File: config.mk
export PLATFORM = sky130hd
export DESIGN_NAME = store_order_buffer
export DESIGN_NICKNAME = d
export VERILOG_FILES = /design/src/rtl/sb_pkg.sv /design/src/rtl/sb_queue.sv /design/src/rtl/sb_fwd.sv /design/src/rtl/sb_port_mux.sv /design/src/rtl/store_order_buffer.sv
export SDC_FILE = /design/constraint.sdc
export NUM_CORES = 1
export LEC_CHECK = 0
export BUFFER_PORTS_ARGS = -buffer_cell sky130_fd_sc_hd__clkbuf_2
export CORE_ASPECT_RATIO = 0.7
export CORE_UTILIZATION = 40
export DETAILED_ROUTE_END_ITERATION = 16
export RECOVER_POWER = 100
export REMOVE_ABC_BUFFERS = 1
export SLEW_MARGIN = 30
export SYNTH_ARGS = -nofsm -noshare
export SYNTH_HDL_FRONTEND = slang
export SYNTH_HIERARCHICAL = 1
export SYNTH_SLANG_ARGS = --single-unit
export TNS_END_PERCENT = 20
File: constraint.sdc
create_clock -name clk -period 7.8 [get_ports clk]
set_input_delay 0.78 -clock clk [delete_from_list [all_inputs] [get_ports clk]]
set_output_delay 0.78 -clock clk [all_outputs]
set_load 0.02 [all_outputs]
File: src/rtl/sb_pkg.sv
package sb_pkg;
  typedef enum logic [1:0] {
    OP_LOAD  = 2'd0,
    OP_STORE = 2'd1,
    OP_FLUSH = 2'd2,
    OP_FENCE = 2'd3
  } sb_op_e;

  typedef enum logic [1:0] {
    MC_READ  = 2'd0,
    MC_WRITE = 2'd1,
    MC_FLUSH = 2'd2
  } mem_cmd_e;

  typedef enum logic [1:0] {
    RD_IDLE  = 2'd0,
    RD_ISSUE = 2'd1,
    RD_WAIT  = 2'd2
  } rd_state_e;
endpackage

File: src/rtl/sb_queue.sv
module sb_queue #(
  parameter int AW    = 16,
  parameter int DW    = 32,
  parameter int DEPTH = 8,
  localparam int IW   = $clog2(DEPTH),
  localparam int CW   = IW + 1
) (
  input  logic                       clk,
  input  logic                       rst,
  input  logic                       push,
  input  logic [AW-1:0]              push_addr,
  input  logic [DW-1:0]              push_data,
  input  logic                       push_flush,
  input  logic                       pop,
  output logic [IW-1:0]              head_ptr,
  output logic [CW-1:0]              count,
  output logic [AW-1:0]              head_addr,
  output logic [DW-1:0]              head_data,
  output logic                       head_flush,
  output logic [DEPTH-1:0][AW-1:0]   slot_addr,
  output logic [DEPTH-1:0][DW-1:0]   slot_data,
  output logic [DEPTH-1:0]           slot_flush
);
  logic [IW-1:0] wr_ptr, rd_ptr;
  logic [CW-1:0] cnt_q;
  logic [DEPTH-1:0][AW-1:0] addr_mem;
  logic [DEPTH-1:0][DW-1:0] data_mem;
  logic [DEPTH-1:0]         flush_mem;

  // Payload storage carries no reset; only the pointers do.
  always_ff @(posedge clk) begin
    if (push) begin
      addr_mem[wr_ptr]  <= push_addr;
      data_mem[wr_ptr]  <= push_data;
      flush_mem[wr_ptr] <= push_flush;
    end
  end

  always_ff @(posedge clk) begin
    if (rst) begin
      wr_ptr <= '0;
      rd_ptr <= '0;
      cnt_q  <= '0;
    end else begin
      if (push) wr_ptr <= wr_ptr + 1'b1;
      if (pop)  rd_ptr <= rd_ptr + 1'b1;
      cnt_q <= cnt_q + CW'(push) - CW'(pop);
    end
  end

  assign head_ptr   = rd_ptr;
  assign count      = cnt_q;
  assign head_addr  = addr_mem[rd_ptr];
  assign head_data  = data_mem[rd_ptr];
  assign head_flush = flush_mem[rd_ptr];
  assign slot_addr  = addr_mem;
  assign slot_data  = data_mem;
  assign slot_flush = flush_mem;

  a_r5_no_overflow: assert property (@(posedge clk) disable iff (rst)
    push |-> (cnt_q < CW'(DEPTH)));
  a_r1_no_underflow: assert property (@(posedge clk) disable iff (rst)
    pop |-> (cnt_q != '0));
endmodule

File: src/rtl/sb_fwd.sv
module sb_fwd #(
  parameter int AW    = 16,
  parameter int DW    = 32,
  parameter int DEPTH = 8,
  localparam int IW   = $clog2(DEPTH),
  localparam int CW   = IW + 1
) (
  input  logic [IW-1:0]              head_ptr,
  input  logic [CW-1:0]              count,
  input  logic [DEPTH-1:0][AW-1:0]   slot_addr,
  input  logic [DEPTH-1:0][DW-1:0]   slot_data,
  input  logic [DEPTH-1:0]           slot_flush,
  input  logic [AW-1:0]              look_addr,
  output logic                       hit,
  output logic [DW-1:0]              hit_data
);
  logic [DEPTH-1:0] match;

  for (genvar s = 0; s < DEPTH; s++) begin : g_slot
    logic [IW-1:0] age;
    assign age      = IW'(s) - head_ptr;
    assign match[s] = ({1'b0, age} < count) && !slot_flush[s]
                      && (slot_addr[s] == look_addr);
  end

  // Walk from oldest to youngest; a later match overrides an earlier one.
  always_comb begin
    hit      = 1'b0;
    hit_data = '0;
    for (int k = 0; k < DEPTH; k++) begin
      if (match[IW'(head_ptr + IW'(k))]) begin
        hit      = 1'b1;
        hit_data = slot_data[IW'(head_ptr + IW'(k))];
      end
    end
  end
endmodule

File: src/rtl/sb_port_mux.sv
module sb_port_mux
  import sb_pkg::*;
#(
  parameter int AW = 16,
  parameter int DW = 32
) (
  input  logic          rd_issue,
  input  logic [AW-1:0] rd_addr,
  input  logic          drain_avail,
  input  logic [AW-1:0] head_addr,
  input  logic [DW-1:0] head_data,
  input  logic          head_flush,
  input  logic          mem_ready,
  output logic          mem_valid,
  output logic [1:0]    mem_cmd,
  output logic [AW-1:0] mem_addr,
  output logic [DW-1:0] mem_wdata,
  output logic          drain_fire
);
  always_comb begin
    mem_valid = 1'b0;
    mem_cmd   = MC_READ;
    mem_addr  = head_addr;
    mem_wdata = head_data;
    if (rd_issue) begin
      mem_valid = 1'b1;
      mem_cmd   = MC_READ;
      mem_addr  = rd_addr;
    end else if (drain_avail) begin
      mem_valid = 1'b1;
      mem_cmd   = head_flush ? MC_FLUSH : MC_WRITE;
    end
  end

  assign drain_fire = !rd_issue && drain_avail && mem_ready;
endmodule

File: src/rtl/store_order_buffer.sv
module store_order_buffer
  import sb_pkg::*;
#(
  parameter int AW    = 16,
  parameter int DW    = 32,
  parameter int DEPTH = 8
) (
  input  logic          clk,
  input  logic          rst,
  input  logic          req_valid,
  output logic          req_ready,
  input  logic [1:0]    req_op,
  input  logic [AW-1:0] req_addr,
  input  logic [DW-1:0] req_wdata,
  output logic          rsp_valid,
  output logic [DW-1:0] rsp_data,
  output logic          mem_valid,
  input  logic          mem_ready,
  output logic [1:0]    mem_cmd,
  output logic [AW-1:0] mem_addr,
  output logic [DW-1:0] mem_wdata,
  input  logic          mem_rvalid,
  input  logic [DW-1:0] mem_rdata,
  output logic          idle
);
  localparam int IW = $clog2(DEPTH);
  localparam int CW = IW + 1;

  rd_state_e rd_state;
  logic [AW-1:0] rd_addr;
  logic rd_busy, rd_issue;

  logic [IW-1:0] head_ptr;
  logic [CW-1:0] count;
  logic [AW-1:0] head_addr;
  logic [DW-1:0] head_data;
  logic          head_flush;
  logic [DEPTH-1:0][AW-1:0] slot_addr;
  logic [DEPTH-1:0][DW-1:0] slot_data;
  logic [DEPTH-1:0]         slot_flush;

  logic fwd_hit;
  logic [DW-1:0] fwd_data;
  logic push, pop, load_acc, fence_acc, q_full, q_empty;

  assign rd_busy  = (rd_state != RD_IDLE);
  assign rd_issue = (rd_state == RD_ISSUE);
  assign q_full   = (count == CW'(DEPTH));
  assign q_empty  = (count == '0);
  assign idle     = q_empty;

  always_comb begin
    unique case (req_op)
      OP_LOAD:  req_ready = !rd_busy;
      OP_STORE,
      OP_FLUSH: req_ready = !rd_busy && !q_full;
      default:  req_ready = !rd_busy && q_empty;
    endcase
  end

  assign load_acc  = req_valid && req_ready && (req_op == OP_LOAD);
  assign fence_acc = req_valid && req_ready && (req_op == OP_FENCE);
  assign push      = req_valid && req_ready &&
                     ((req_op == OP_STORE) || (req_op == OP_FLUSH));

  sb_queue #(.AW(AW), .DW(DW), .DEPTH(DEPTH)) u_queue (
    .clk        (clk),
    .rst        (rst),
    .push       (push),
    .push_addr  (req_addr),
    .push_data  ((req_op == OP_FLUSH) ? '0 : req_wdata),
    .push_flush (req_op == OP_FLUSH),
    .pop        (pop),
    .head_ptr   (head_ptr),
    .count      (count),
    .head_addr  (head_addr),
    .head_data  (head_data),
    .head_flush (head_flush),
    .slot_addr  (slot_addr),
    .slot_data  (slot_data),
    .slot_flush (slot_flush)
  );

  sb_fwd #(.AW(AW), .DW(DW), .DEPTH(DEPTH)) u_fwd (
    .head_ptr   (head_ptr),
    .count      (count),
    .slot_addr  (slot_addr),
    .slot_data  (slot_data),
    .slot_flush (slot_flush),
    .look_addr  (req_addr),
    .hit        (fwd_hit),
    .hit_data   (fwd_data)
  );

  sb_port_mux #(.AW(AW), .DW(DW)) u_mux (
    .rd_issue    (rd_issue),
    .rd_addr     (rd_addr),
    .drain_avail (!q_empty),
    .head_addr   (head_addr),
    .head_data   (head_data),
    .head_flush  (head_flush),
    .mem_ready   (mem_ready),
    .mem_valid   (mem_valid),
    .mem_cmd     (mem_cmd),
    .mem_addr    (mem_addr),
    .mem_wdata   (mem_wdata),
    .drain_fire  (pop)
  );

  always_ff @(posedge clk) begin
    if (rst) begin
      rd_state  <= RD_IDLE;
      rd_addr   <= '0;
      rsp_valid <= 1'b0;
      rsp_data  <= '0;
    end else begin
      rsp_valid <= 1'b0;
      unique case (rd_state)
        RD_IDLE: begin
          if (load_acc) begin
            if (fwd_hit) begin
              rsp_valid <= 1'b1;
              rsp_data  <= fwd_data;
            end else begin
              rd_state <= RD_ISSUE;
              rd_addr  <= req_addr;
            end
          end
        end
        RD_ISSUE: if (mem_ready) rd_state <= RD_WAIT;
        RD_WAIT: begin
          if (mem_rvalid) begin
            rd_state  <= RD_IDLE;
            rsp_valid <= 1'b1;
            rsp_data  <= mem_rdata;
          end
        end
        default: rd_state <= RD_IDLE;
      endcase
    end
  end

  a_r2_hit_next_cycle: assert property (@(posedge clk) disable iff (rst)
    (load_acc && fwd_hit) |=> rsp_valid);
  a_r3_miss_reads: assert property (@(posedge clk) disable iff (rst)
    (load_acc && !fwd_hit) |=> (mem_valid && mem_cmd == MC_READ && mem_addr == $past(req_addr)));
  a_r4_read_first: assert property (@(posedge clk) disable iff (rst)
    (rd_state == RD_ISSUE) |-> !pop);
  a_r6_fence_quiet: assert property (@(posedge clk) disable iff (rst)
    fence_acc |-> !mem_valid);
endmodule

==> results.toml <==
[sta]
setup_tns_ns = 0
min_period_ns = 6.96
finalCritPeriodShare = 0.892
rsz0062_at_grt = "false"
max_freq_mhz = 144
setup_violations = 0
hold_slack_ns = 0.457
skew_ns = 0.0369
finalWorstSetupSlack_ns = 0.842
hold_viol_final = 0
maxSlewHeadroom = -1.18
worst_slew_pin_slew_ns = 3.27
slew_viol_final = 448

[route]
drcViolationCount = 0
drt-vias-per-instance = 6.70
vias = 24200
drt.antenna.violating_nets = 0
wl_per_cell_um = 27.8
drt-total-wl_um = 101000
dr.pass1.iters = 7
first_iter_violations = 2898

[clock_tree]
clk_pin_slew_worst_paths_ns = 0.07
insertion_delay_ns = 0.63
cts_tree = "built"
cts_buffer_depth = 3
cts_repair_resize_count = 0
hold_buffers = 0
cts_made_buffers = 49
clock_tree.root_cell = "clkbuf_16"
cts_sinks = 453
cts_setup_buffers = 0
htree_levels = 2

[setup_path]
cp_top_family = "simple AND/OR/NAND/NOR gates"
path_class = "flip-flop to flip-flop"
crit_slowest_cell = "nor2_2"
timing.rr.start = "u_queue/head_ptr[2]"
endpoint_kind = "flip-flop"
r2r_end = "rsp_data[30]"
r2r_slack_ns = 0.84
cp-start-kind = "flip-flop"
crit_top_cell = "a211oi_1"
cp_max_fo = 32
crit_chain = "nor2_1 > nor2_2 > inv_2 > ha_1 > inv_1 > o2111ai_1 > or4_1 > nand2_1 > mux4_2 > or2_2 > a211oi_1 > nand4b_1 > nand4b_1 > buf_4 > a211oi_1 > a211oi_1"
crit_required_ns = 8.31
max_stage_delay_ns = 1.29
arrival_ns = 7.46
rr_worst_depth = 16
cp.buffers_inverters = 3

[synthesis]
synth-edff-count = 392
avgSynthCellArea_um2 = 12.7
synth-seq-cells = 453
synth_top_area_frac = 0.370
synth_area_leaders = "edfxtp_1, mux4_2, dfxtp_1, nand2_1, mux2_2"
ys_seq_area_frac = 0.409
synth_warnings = 6
synth_common_cells = "edfxtp_1, mux4_2, nand2_1, nor2_1, clkbuf_1"
syn_inst = 2510
async_reset_ff_frac = 0
syn_area_um2 = 31800
synth_ff_type = "edfxtp_1"
synth_top_area_cell = "edfxtp_1"
yosysMostFrequentCell = "edfxtp_1"
synth.distinct_cells = 72

[place]
dp_hpwl_um = 61000
dp.cells = 3519
io_buffers = 172
gp_congestion = 0.878
pre_cts_ws_ns = 1.46

[power]
p_clk_frac = 0.249
p_int_mw = 6.07
power_density_nw_per_um2 = 278
seqPwrFrac = 0.295
power_leakage_nw = 10.7
power.switching_mw = 3.48
combinationalPowerShare = 0.456
switching_share = 0.364
ir_worst_vdd_v = 0.000248

[min_path]
hold_class = "flip-flop to flip-flop"
min_to = "rsp_data[7]"
min_from = "rsp_data[7]"
whs_path_depth = 2

[global_routing]
grt_usage = 0.243
grt-ovfl-total = 0
grt_pass1_wl_um = 148000
antenna_found_initial = 2
grt_pass1_vias = 23200
grt_max_degree = 169

[floorplan]
design.portCount = 173
die_area_um2 = 80600
die_x_um = 339
initial_core_util = 0.404
fp.dieH_um = 238
floorplan.rows = 86
core_um2 = 78700

[finish]
fin_nets = 2625
drive_gt1_frac = 0.272
fin_cells = 3613
areaGrowthSynthToFinish_pct = 7.94

[run_status]
status = "complete, but fails checks"
violations = "max-capacitance violations, max-slew violations"

[run]
maxCapViolCount = 13
==> logic make-up (layout without fill, tap and decap cells) <==
logic type	count (synthesis)	after routing	synth area share
and+or+nand+nor	661	661	0.0892
muxes	477	477	0.300
DFF	453	453	0.409
AOI/OAI and AO/OA	436	436	0.0992
buffers and inverters	324	369	0.0565
xor gates and xnor gates	136	136	0.0375
adders and majority gates	23	23	0.00929
other	0	2	0
==> layout make-up <==
| type | instances | area (um2) |
|---|---|---|
| Inverter | 57 | 214 |
| Fill cell | 7025 | 44300 |
| Timing Repair Buffer | 221 | 1120 |
| Multi-Input combinational cell | 1733 | 17000 |
| Tap cell | 1056 | 1320 |
| Clock buffer | 64 | 1380 |
| Sequential cell | 453 | 13000 |
| Antenna cell | 2 | 5.00 |
| Clock inverter | 27 | 251 |
==> power by group through the flow <==
| stage | Combinational (mW) | Sequential [mW] | Clock (mW) |
|---|---|---|---|
| detailed placement | 4.32 | 2.86 | 0 |
| CTS | 4.34 | 2.81 | 2.42 |
| global placement | 4.23 | 2.85 | 0 |
| finish | 4.35 | 2.81 | 2.38 |
| global route | 4.66 | 2.82 | 2.50 |
| floorplan | 3.37 | 3.12 | 0 |
==> how the worst max path moves through the flow <==
stage,startpoint,end,slack (ns),cells past startpoint
final,u_queue/head_ptr[2],rsp_data[30],0.84,16
after CTS,u_queue/head_ptr[1],rsp_data[26],1.46,18
after floorplan,u_queue/head_ptr[0],rsp_data[30],-17.69,15
after global routing,u_queue/head_ptr[2],rsp_data[15],0.69,16
after detailed placement,u_queue/head_ptr[1],rsp_data[26],1.46,18
after global placement,u_queue/head_ptr[1],rsp_data[26],1.60,18
==> tightest hold or removal path, cell delays in order (launching register included) <==
cell and delay [ns]:
dfxtp_1 0.31, inv_1 0.05, a211oi_1 0.05
==> metrics by stage <==
step                      utilization  power, mW  cell area, um2
final                           0.436       9.54           34300
after floorplan                     -       6.49           30200
after detailed placement        0.420       7.18           33100
after global placement          0.418       7.09           32900
after CTS                       0.441       9.56           34700
after global routing            0.436       9.99           34300
==> metal layers <==
metal | track usage | routed length (um)
met1 | 0.345 | 40400
met2 | 0.363 | 43900
met3 | 0.0551 | 12500
met4 | 0.0906 | 3740
met5 | 0 | 0
==> sequential cells by signal (all words and copies together), names as in the netlist <==
signal / count
rd_state: 2
u_queue/count: 4
u_queue/head_ptr: 3
rsp_valid: 1
rd_addr: 16
u_queue/slot_addr: 128
rsp_data: 32
u_queue/wr_ptr: 3
u_queue/slot_flush: 8
u_queue/slot_data: 256
==> placed cells by master, fill, tap and decap left out, types with 65 or more instances in the layout <==
cell type  instances
edfxtp_1         392
mux4_2           337
nand2_1          275
nor2_1           241
clkbuf_2         106
clkbuf_1          93
a31oi_1           91
mux2_2            79
xor2_1            74
a211oi_1          65
Power figures use the tool's default switching activity.
